File: src/rtl/busreq_pkg.sv
package busreq_pkg;
  typedef enum logic [2:0] {
    ST_IDLE,
    ST_REQUEST,
    ST_WAIT_END,
    ST_OWN,
    ST_RELEASE
  } agent_state_e;
endpackage

File: src/rtl/busreq_sync.sv
module busreq_sync #(
  parameter int unsigned WIDTH  = 1,
  parameter int unsigned STAGES = 2
) (
  input  logic             clk_i,
  input  logic             rst_ni,
  input  logic [WIDTH-1:0] d_i,
  output logic [WIDTH-1:0] q_o
);
  generate
    if (STAGES == 0) begin : g_bypass
      assign q_o = d_i;
    end else begin : g_chain
      logic [STAGES-1:0][WIDTH-1:0] chain_q;
      always_ff @(posedge clk_i or negedge rst_ni) begin
        if (!rst_ni) begin
          chain_q <= '0;
        end else begin
          chain_q[0] <= d_i;
          for (int s = 1; s < int'(STAGES); s++) chain_q[s] <= chain_q[s-1];
        end
      end
      assign q_o = chain_q[STAGES-1];
    end
  endgenerate
endmodule

File: src/rtl/busreq_quiet.sv
module busreq_quiet #(
  parameter int unsigned QUIET_CYCLES = 1
) (
  input  logic clk_i,
  input  logic rst_ni,
  input  logic strobe_i,
  input  logic term_i,
  output logic quiet_o
);
  localparam int unsigned CW = (QUIET_CYCLES < 1) ? 1 : $clog2(QUIET_CYCLES + 1);
  localparam logic [CW-1:0] CNT_MAX = CW'(QUIET_CYCLES);

  logic [CW-1:0] cnt_q;
  logic          busy;

  assign busy = strobe_i | term_i;

  always_ff @(posedge clk_i or negedge rst_ni) begin
    if (!rst_ni)             cnt_q <= '0;
    else if (busy)           cnt_q <= '0;
    else if (cnt_q != CNT_MAX) cnt_q <= cnt_q + 1'b1;
  end

  // reset value counts as busy: no claim straight out of reset
  assign quiet_o = !busy && (cnt_q == CNT_MAX);
endmodule

File: src/rtl/busreq_fsm.sv
module busreq_fsm
  import busreq_pkg::*;
(
  input  logic clk_i,
  input  logic rst_ni,
  input  logic req_i,
  input  logic done_i,
  input  logic grant_i,
  input  logic quiet_i,
  output logic bus_req_o,
  output logic grant_ack_o
);
  agent_state_e state_q, state_d;
  logic         bus_req_q, ack_q;

  always_comb begin
    state_d = state_q;
    unique case (state_q)
      ST_IDLE:     if (req_i) state_d = ST_REQUEST;
      ST_REQUEST:  if (grant_i) state_d = ST_WAIT_END;
      ST_WAIT_END: begin
        if (!grant_i)     state_d = ST_REQUEST;
        else if (quiet_i) state_d = ST_OWN;
      end
      ST_OWN:      if (done_i) state_d = ST_RELEASE;
      ST_RELEASE:  if (!grant_i) state_d = ST_IDLE;
      default:     state_d = ST_IDLE;
    endcase
  end

  always_ff @(posedge clk_i or negedge rst_ni) begin
    if (!rst_ni) begin
      state_q   <= ST_IDLE;
      bus_req_q <= 1'b0;
      ack_q     <= 1'b0;
    end else begin
      state_q   <= state_d;
      bus_req_q <= (state_d == ST_REQUEST) || (state_d == ST_WAIT_END);
      ack_q     <= (state_d == ST_OWN);
    end
  end

  assign bus_req_o   = bus_req_q;
  assign grant_ack_o = ack_q;
endmodule

File: src/rtl/busreq_agent.sv
module busreq_agent #(
  parameter int unsigned SYNC_STAGES  = 2,
  parameter int unsigned QUIET_CYCLES = 1
) (
  input  logic clk_i,
  input  logic rst_ni,
  input  logic client_req_i,
  input  logic client_done_i,
  input  logic bus_grant_i,
  input  logic addr_strobe_i,
  input  logic cycle_term_i,
  output logic bus_req_o,
  output logic grant_ack_o,
  output logic owns_bus_o
);
  localparam int unsigned NSYNC = 3;

  logic [NSYNC-1:0] raw_in, sync_q;
  logic grant_s, strobe_s, term_s, quiet;
  logic ack;

  assign raw_in = {bus_grant_i, addr_strobe_i, cycle_term_i};
  assign {grant_s, strobe_s, term_s} = sync_q;

  busreq_sync #(.WIDTH(NSYNC), .STAGES(SYNC_STAGES)) u_sync (
    .clk_i (clk_i),
    .rst_ni(rst_ni),
    .d_i   (raw_in),
    .q_o   (sync_q)
  );

  busreq_quiet #(.QUIET_CYCLES(QUIET_CYCLES)) u_quiet (
    .clk_i   (clk_i),
    .rst_ni  (rst_ni),
    .strobe_i(strobe_s),
    .term_i  (term_s),
    .quiet_o (quiet)
  );

  busreq_fsm u_fsm (
    .clk_i      (clk_i),
    .rst_ni     (rst_ni),
    .req_i      (client_req_i),
    .done_i     (client_done_i),
    .grant_i    (grant_s),
    .quiet_i    (quiet),
    .bus_req_o  (bus_req_o),
    .grant_ack_o(ack)
  );

  assign grant_ack_o = ack;
  assign owns_bus_o  = ack;
endmodule

File: config.mk
export PLATFORM = sky130hd
export DESIGN_NAME = busreq_agent
export DESIGN_NICKNAME = d
export VERILOG_FILES = /design/src/rtl/busreq_pkg.sv /design/src/rtl/busreq_sync.sv /design/src/rtl/busreq_quiet.sv /design/src/rtl/busreq_fsm.sv /design/src/rtl/busreq_agent.sv
export SDC_FILE = /design/constraint.sdc
export NUM_CORES = 1
export LEC_CHECK = 0
export ABC_AREA = 1
export BUFFER_PORTS_ARGS = -buffer_cell sky130_fd_sc_hd__buf_2
export CAP_MARGIN = 5
export CORE_AREA = 2 2 39 41
export DETAILED_ROUTE_END_ITERATION = 10
export DIE_AREA = 0 0 41 43
export PLACE_DENSITY = 0.69
export SLEW_MARGIN = 10
export SYNTH_ARGS = -nofsm -noshare
export SYNTH_HDL_FRONTEND = slang
export SYNTH_HIERARCHICAL = 1
export SYNTH_SLANG_ARGS = --single-unit
File: constraint.sdc
create_clock -name clk_i -period 2.2 [get_ports clk_i]
set_input_delay 0.22 -clock clk_i [delete_from_list [all_inputs] [get_ports clk_i]]
set_output_delay 0.22 -clock clk_i [all_outputs]
set_load 0.005 [all_outputs]
==> results.txt, run 1 <==
Placed cell count: 75
PnR worst setup slack: 1.12 ns
Outcome: finished clean
Hold Path Sink: u_sync/g_chain.chain_q[1]$_DFF_PN0_
Die area: 1760 um2
Final number of hold-violating endpoints: 0
Clock Path Buffers: 2
Final setup viols: 0
IO Count: 10
Cell depth of the worst flop-to-flop path: 10
Final wirelength: 682 um
DR vias/cell: 4.19
TNS Setup: 0 ns
Routed via count: 335
Setup Skew: 0.00137 ns
Place WS: 1.13 ns
Cell Area, Synth: 502 um2
Post-Layout Cell Count: 80
Yosys reg bits: 12
Critical path's largest stage delay: 0.36 ns
CP Cell Sequence: inv_1, nand2_2, nor2_2, nand2_1, inv_1, nand2_1, nand2_1, nand2_2, nand3_1, nand2_1
Critical path origin: u_sync/q_o[1]$_DFF_PN0_
Worst R2R Start: u_sync/q_o[1]$_DFF_PN0_
IO buf count: 9
Clock latency on the worst-skew pair: 0.26 ns
Leading area contributor after synthesis: dfrtp_1
Avg WL per Cell: 8.53 um
Yosys cell types: 12
Register area share after synthesis: 59.9%
Clock Sinks: 12
Cells after synthesis: 54
Period utilization: 48.9%
Peak supply drop: 0.665 mV
CP Class: register to register
Most common cell after layout, fill and taps aside: dfrtp_1
Max transition margin: 83.1%
Final Wtd Congestion: 0.768
CTS tree: done
Startpoint types: register
Max-Cap Viols: 0
Hold Startpoint: addr_strobe_i
Pin count of the biggest net entering global routing: 13
Slew at the pin closest to its max-slew limit: 0.253 ns
Hold slack: 0.0581 ns
Max Slew Vio Count: 0
# H-tree levels: 1
Clk pin slew, worst setup/hold paths: 0.07 ns
Ratio of cells with drive above 1 in the final layout: 32.8%
Crit Path Max Fanout: 3
Total GRT Usage: 9.67%
Synth-to-Final Area Change: 16.2%
Filler cell count: 137
PwrDens: 1150 nW/um2
CTS resizes: 0
Overflow after GRT: 0
Initial antenna violation count: 0
CTS root buffer: clkbuf_4
Hold Path Cell Cnt: 1
Tightest Hold Check Type: input port to register
# diodes: 0
Core area: 1380 um2
CP endpoint kind: register
CP dominant cell by count: nand2_1
Final Net Count: 72
Final min period: 1.08 ns
Critical path arrival: 1.24 ns
Core Rows: 14
Post-synth top area share: 59.9%
R2r setup slk: 1.12 ns
TritonCTS buffer count: 3
Slowest-stage cell, CP: dfrtp_1
# DRC: 0
RR Endpoint: u_fsm/bus_req_o$_DFF_PN0_
Syn. warnings: 6
Critical Path RT: 2.36 ns
Most frequent cells in the layout: 12 x dfrtp_1, 10 x inv_1, 9 x buf_2, 9 x nand2_1
Number of global-route vias before repair: 292
Area contributors post-synth: dfrtp_1 60%, inv_1 7.5%, nand2_1 6.7%, buf_4 6.0%, nand2_2 5.0%
Antenna viol nets, final: 0
Synth Net Count: 61
RSZ-0062 raised after global routing: no
Mean Syn Cell Area: 9.29 um2
DR iter-0 viols: 4
DRT Pass-1 Iters: 3
Starting Density: 36.3%
Die W: 41 um
Lkg Pwr: 0.000326 uW
Maximum operating frequency: 929 MHz
DP HPWL: 526 um
Die Y: 43 um
First-pass GRT wire length: 1130 um
[how the worst max path moves through the flow]
stage                                           end  slack, ns  cells after the start
after detailed placement  u_fsm/bus_req_o$_DFF_PN0_       1.13                     10
after global routing      u_fsm/bus_req_o$_DFF_PN0_       1.01                     10
after global placement    u_fsm/bus_req_o$_DFF_PN0_       1.14                     10
after CTS                 u_fsm/bus_req_o$_DFF_PN0_       1.12                     10
final                     u_fsm/bus_req_o$_DFF_PN0_       1.12                     10
after floorplan           u_fsm/bus_req_o$_DFF_PN0_       1.09                     11
[repair_timing]
action,4_1_cts,5_1_grt
hold buffers,1,0
buffers inserted,0,0
setup endpoints to repair,0,0
endpoints found under the hold margin,12,0
[cell type report]
type	count	area (um2)	area share, %
tap	16	20.0	3.43
multi-input combinational	27	130	22.3
clock buffer	4	36.3	6.22
sequential	12	300	51.5
inverter	11	41.3	7.08
timing repair buffer	10	55.1	9.44
[stage by stage]
stage	util [%]	area (um2)	total power, uW
after CTS	42.1	583	682
after detailed placement	38.8	537	506
final	42.1	583	669
after floorplan	-	502	457
after global placement	38.8	537	500
after global routing	42.1	583	724
[state kept, by name, summed over array words and instances, names as in the netlist]
signal,count
u_fsm/grant_ack_o,1
u_sync/q_o,3
u_fsm/bus_req_o,1
u_fsm/state_q,3
u_sync/g_chain.chain_q,3
u_quiet/cnt_q,1
[cell usage after synthesis]
library cell / n
inv_1: 10
nor2_1: 4
nand2_2: 4
buf_4: 4
o21ai_0: 1
nand4_1: 2
inv_2: 1
a21oi_1: 1
nand3_1: 3
nand2_1: 9
nor2_2: 3
dfrtp_1: 12
[worst max-delay path: cells and delay by family, from the launching register on]
kind / cells / cell delay [ns]
AND/OR/NAND/NOR: 8 / 0.49
flip-flops: 1 / 0.36
buffers and inverters: 2 / 0.12
[per-layer routing]
| metal | track usage [%] | vias to the layer above | part of all wire (%) |
|---|---|---|---|
| li1 | - | 177 | - |
| met1 | 14.3 | 150 | 49 |
| met2 | 11.9 | 8 | 47 |
| met3 | 1.57 | 0 | 4.4 |
| met4 | 8.00 | 0 | 0 |
| met5 | 0 | - | 0 |
[power by group]
| part | internal [uW] | switching, uW | total, uW |
|---|---|---|---|
| clock | 100 | 67.0 | 167 |
| sequential | 266 | 38.3 | 305 |
| combinational | 78.5 | 118 | 197 |
| total | 445 | 224 | 669 |
[logic make-up after synthesis]
logic type | after synthesis | share of synthesized area (%)
AO/OA/AOI/OAI | 2 | 1.99
buffers and inverters | 15 | 14.2
flip-flops | 12 | 59.9
AND/OR/NAND/NOR | 25 | 23.9
Power figures use the tool's default switching activity.
==> run 2: changes to the inputs <==
==> constraint.sdc (replaced) <==
create_clock -name clk_i -period 1.1 [get_ports clk_i]
set_input_delay 0.11 -clock clk_i [delete_from_list [all_inputs] [get_ports clk_i]]
set_output_delay 0.11 -clock clk_i [all_outputs]
set_load 0.005 [all_outputs]
==> run 2 against run 1 <==
  * Non-clock buffer count increased by 4
  * Die area unchanged
  * Cell area increased by 7.3%
  * Via count increased by 11%
==> results.txt, run 2 (same netlist as run 1, synthesis figures left out) <==
Outcome: finished clean
Buf/Inv on CP: 0
IO buf count: 9
Initial antenna violation count: 0
Clock Sinks: 12
Final Net Count: 76
Maximum operating frequency: 921 MHz
IO Count: 10
R2r setup slk: 0.01 ns
CP Cell Sequence: nand3_1, nor2_1, nor2_2, nand2_2, nand2_1, nand2_1
Clock Path Buffers: 2
DR iter-0 viols: 4
Antenna viol nets, final: 0
Peak supply drop: 0.922 mV
Lkg Pwr: 0.000342 uW
Filler cell count: 136
Overflow after GRT: 0
RSZ-0062 raised after global routing: yes
Final Wtd Congestion: 0.758
Pin count of the biggest net entering global routing: 13
Max transition margin: 83.3%
Number of global-route vias before repair: 322
Final number of hold-violating endpoints: 0
Final min period: 1.09 ns
Crit Path Max Fanout: 6
Core Rows: 14
CTS tree: done
CTS root buffer: clkbuf_4
Clk pin slew, worst setup/hold paths: 0.07 ns
Starting Density: 36.3%
Die area: 1760 um2
Tightest Hold Check Type: input port to register
Critical Path RT: 1.26 ns
DRT Pass-1 Iters: 4
Final setup viols: 0
Core area: 1380 um2
DP HPWL: 578 um
CP endpoint kind: register
PwrDens: 2200 nW/um2
# H-tree levels: 1
Place WS: 0.0220 ns
Hold slack: 0.137 ns
Max-Cap Viols: 0
TNS Setup: 0 ns
# DRC: 0
Total GRT Usage: 11.2%
DR vias/cell: 4.42
Avg WL per Cell: 9.37 um
CTS resizes: 0
Die Y: 43 um
CP dominant cell by count: nand2_1
TritonCTS buffer count: 3
Period utilization: 98.7%
Critical path's largest stage delay: 0.45 ns
Ratio of cells with drive above 1 in the final layout: 36.8%
First-pass GRT wire length: 1260 um
Startpoint types: register
Slew at the pin closest to its max-slew limit: 0.251 ns
Family with the most delay on the worst path: simple AND/OR/NAND/NOR gates
# diodes: 0
PnR worst setup slack: 0.0142 ns
Routed via count: 371
Most frequent cells in the layout: 12 x dfrtp_1, 9 x buf_2, 9 x nand2_1
Clock latency on the worst-skew pair: 0.26 ns
Design Power: 1380 uW
CP Class: register to register
Synth-to-Final Area Change: 24.7%
Most common cell after layout, fill and taps aside: dfrtp_1
Max Slew Vio Count: 0
Final wirelength: 787 um
Slowest-stage cell, CP: dfrtp_1
Critical path arrival: 1.25 ns
Die W: 41 um
Setup Skew: 0.00142 ns
-- run 2: cell count changes in the layout (fill, tap and decap cells not counted) --
cell,before,now
buf_4,0,1
dlygate4sd3_1,1,4
inv_1,10,8
inv_2,1,3
nand3_1,3,2
nand3_2,0,1
-- run 2: power breakdown --
group | total, uW | switching, uW | internal [uW] | leakage [uW]
registers | 610 | 77.6 | 532 | 0.000147
clock network | 339 | 138 | 201 | 0.0000210
logic | 430 | 261 | 169 | 0.000175
total | 1380 | 477 | 902 | 0.000342
-- run 2: layout make-up --
type | instances | area [um2] | share of cell area, %
Clock buffer | 4 | 36.3 | 5.80
Sequential cell | 12 | 300 | 48.0
Inverter | 11 | 41.3 | 6.60
Multi-Input combinational cell | 27 | 135 | 21.6
Tap cell | 16 | 20.0 | 3.20
Timing Repair Buffer | 14 | 92.6 | 14.8
-- run 2: per-stage QoR --
stage	utilization, %	cell area, um2	cells
3_3_place_gp	39.2	542	75
4_1_cts	44.7	618	83
6_report	45.2	626	84
5_1_grt	45.2	626	84
3_5_place_dp	39.2	542	75
2_1_floorplan	-	507	54
-- run 2: tightest hold or removal path, delay by kind of cell --
family	cells	cell delay (ns)
compound gates	1	0.09
buf+inv	2	0.16
-- run 2: repair_timing --
item | CTS | global route
buffers inserted | 0 | 1
endpoints found under the setup margin | 0 | 3
hold buffers | 4 | 0
hold endpoints to repair | 15 | 0
-- run 2: path summary, 6_finish.rpt --
path                                                startpoint                             endpoint  depth (start not counted)
setup / recovery                    u_fsm/state_q[1]$_DFF_PN0_            u_fsm/bus_req_o$_DFF_PN0_                          6
hold / removal                                   client_done_i           u_fsm/state_q[2]$_DFF_PN0_                          3
setup reg to reg                    u_fsm/state_q[1]$_DFF_PN0_            u_fsm/bus_req_o$_DFF_PN0_                          6
hold reg to reg            u_sync/g_chain.chain_q[1]$_DFF_PN0_              u_sync/q_o[1]$_DFF_PN0_                          0
max in group asynchronous                               rst_ni  u_sync/g_chain.chain_q[1]$_DFF_PN0_                          2
min in group asynchronous                               rst_ni           u_fsm/state_q[1]$_DFF_PN0_                          2
-- run 2: per-layer routing --
metal  up-vias  GRT usage (%)  part of all wire, %
met4         0           6.00                    0
met1       179           11.4                   41
met2         7           19.1                   57
met3         0           3.14                  2.7
li1        185              -                    -
met5         -              0                    0
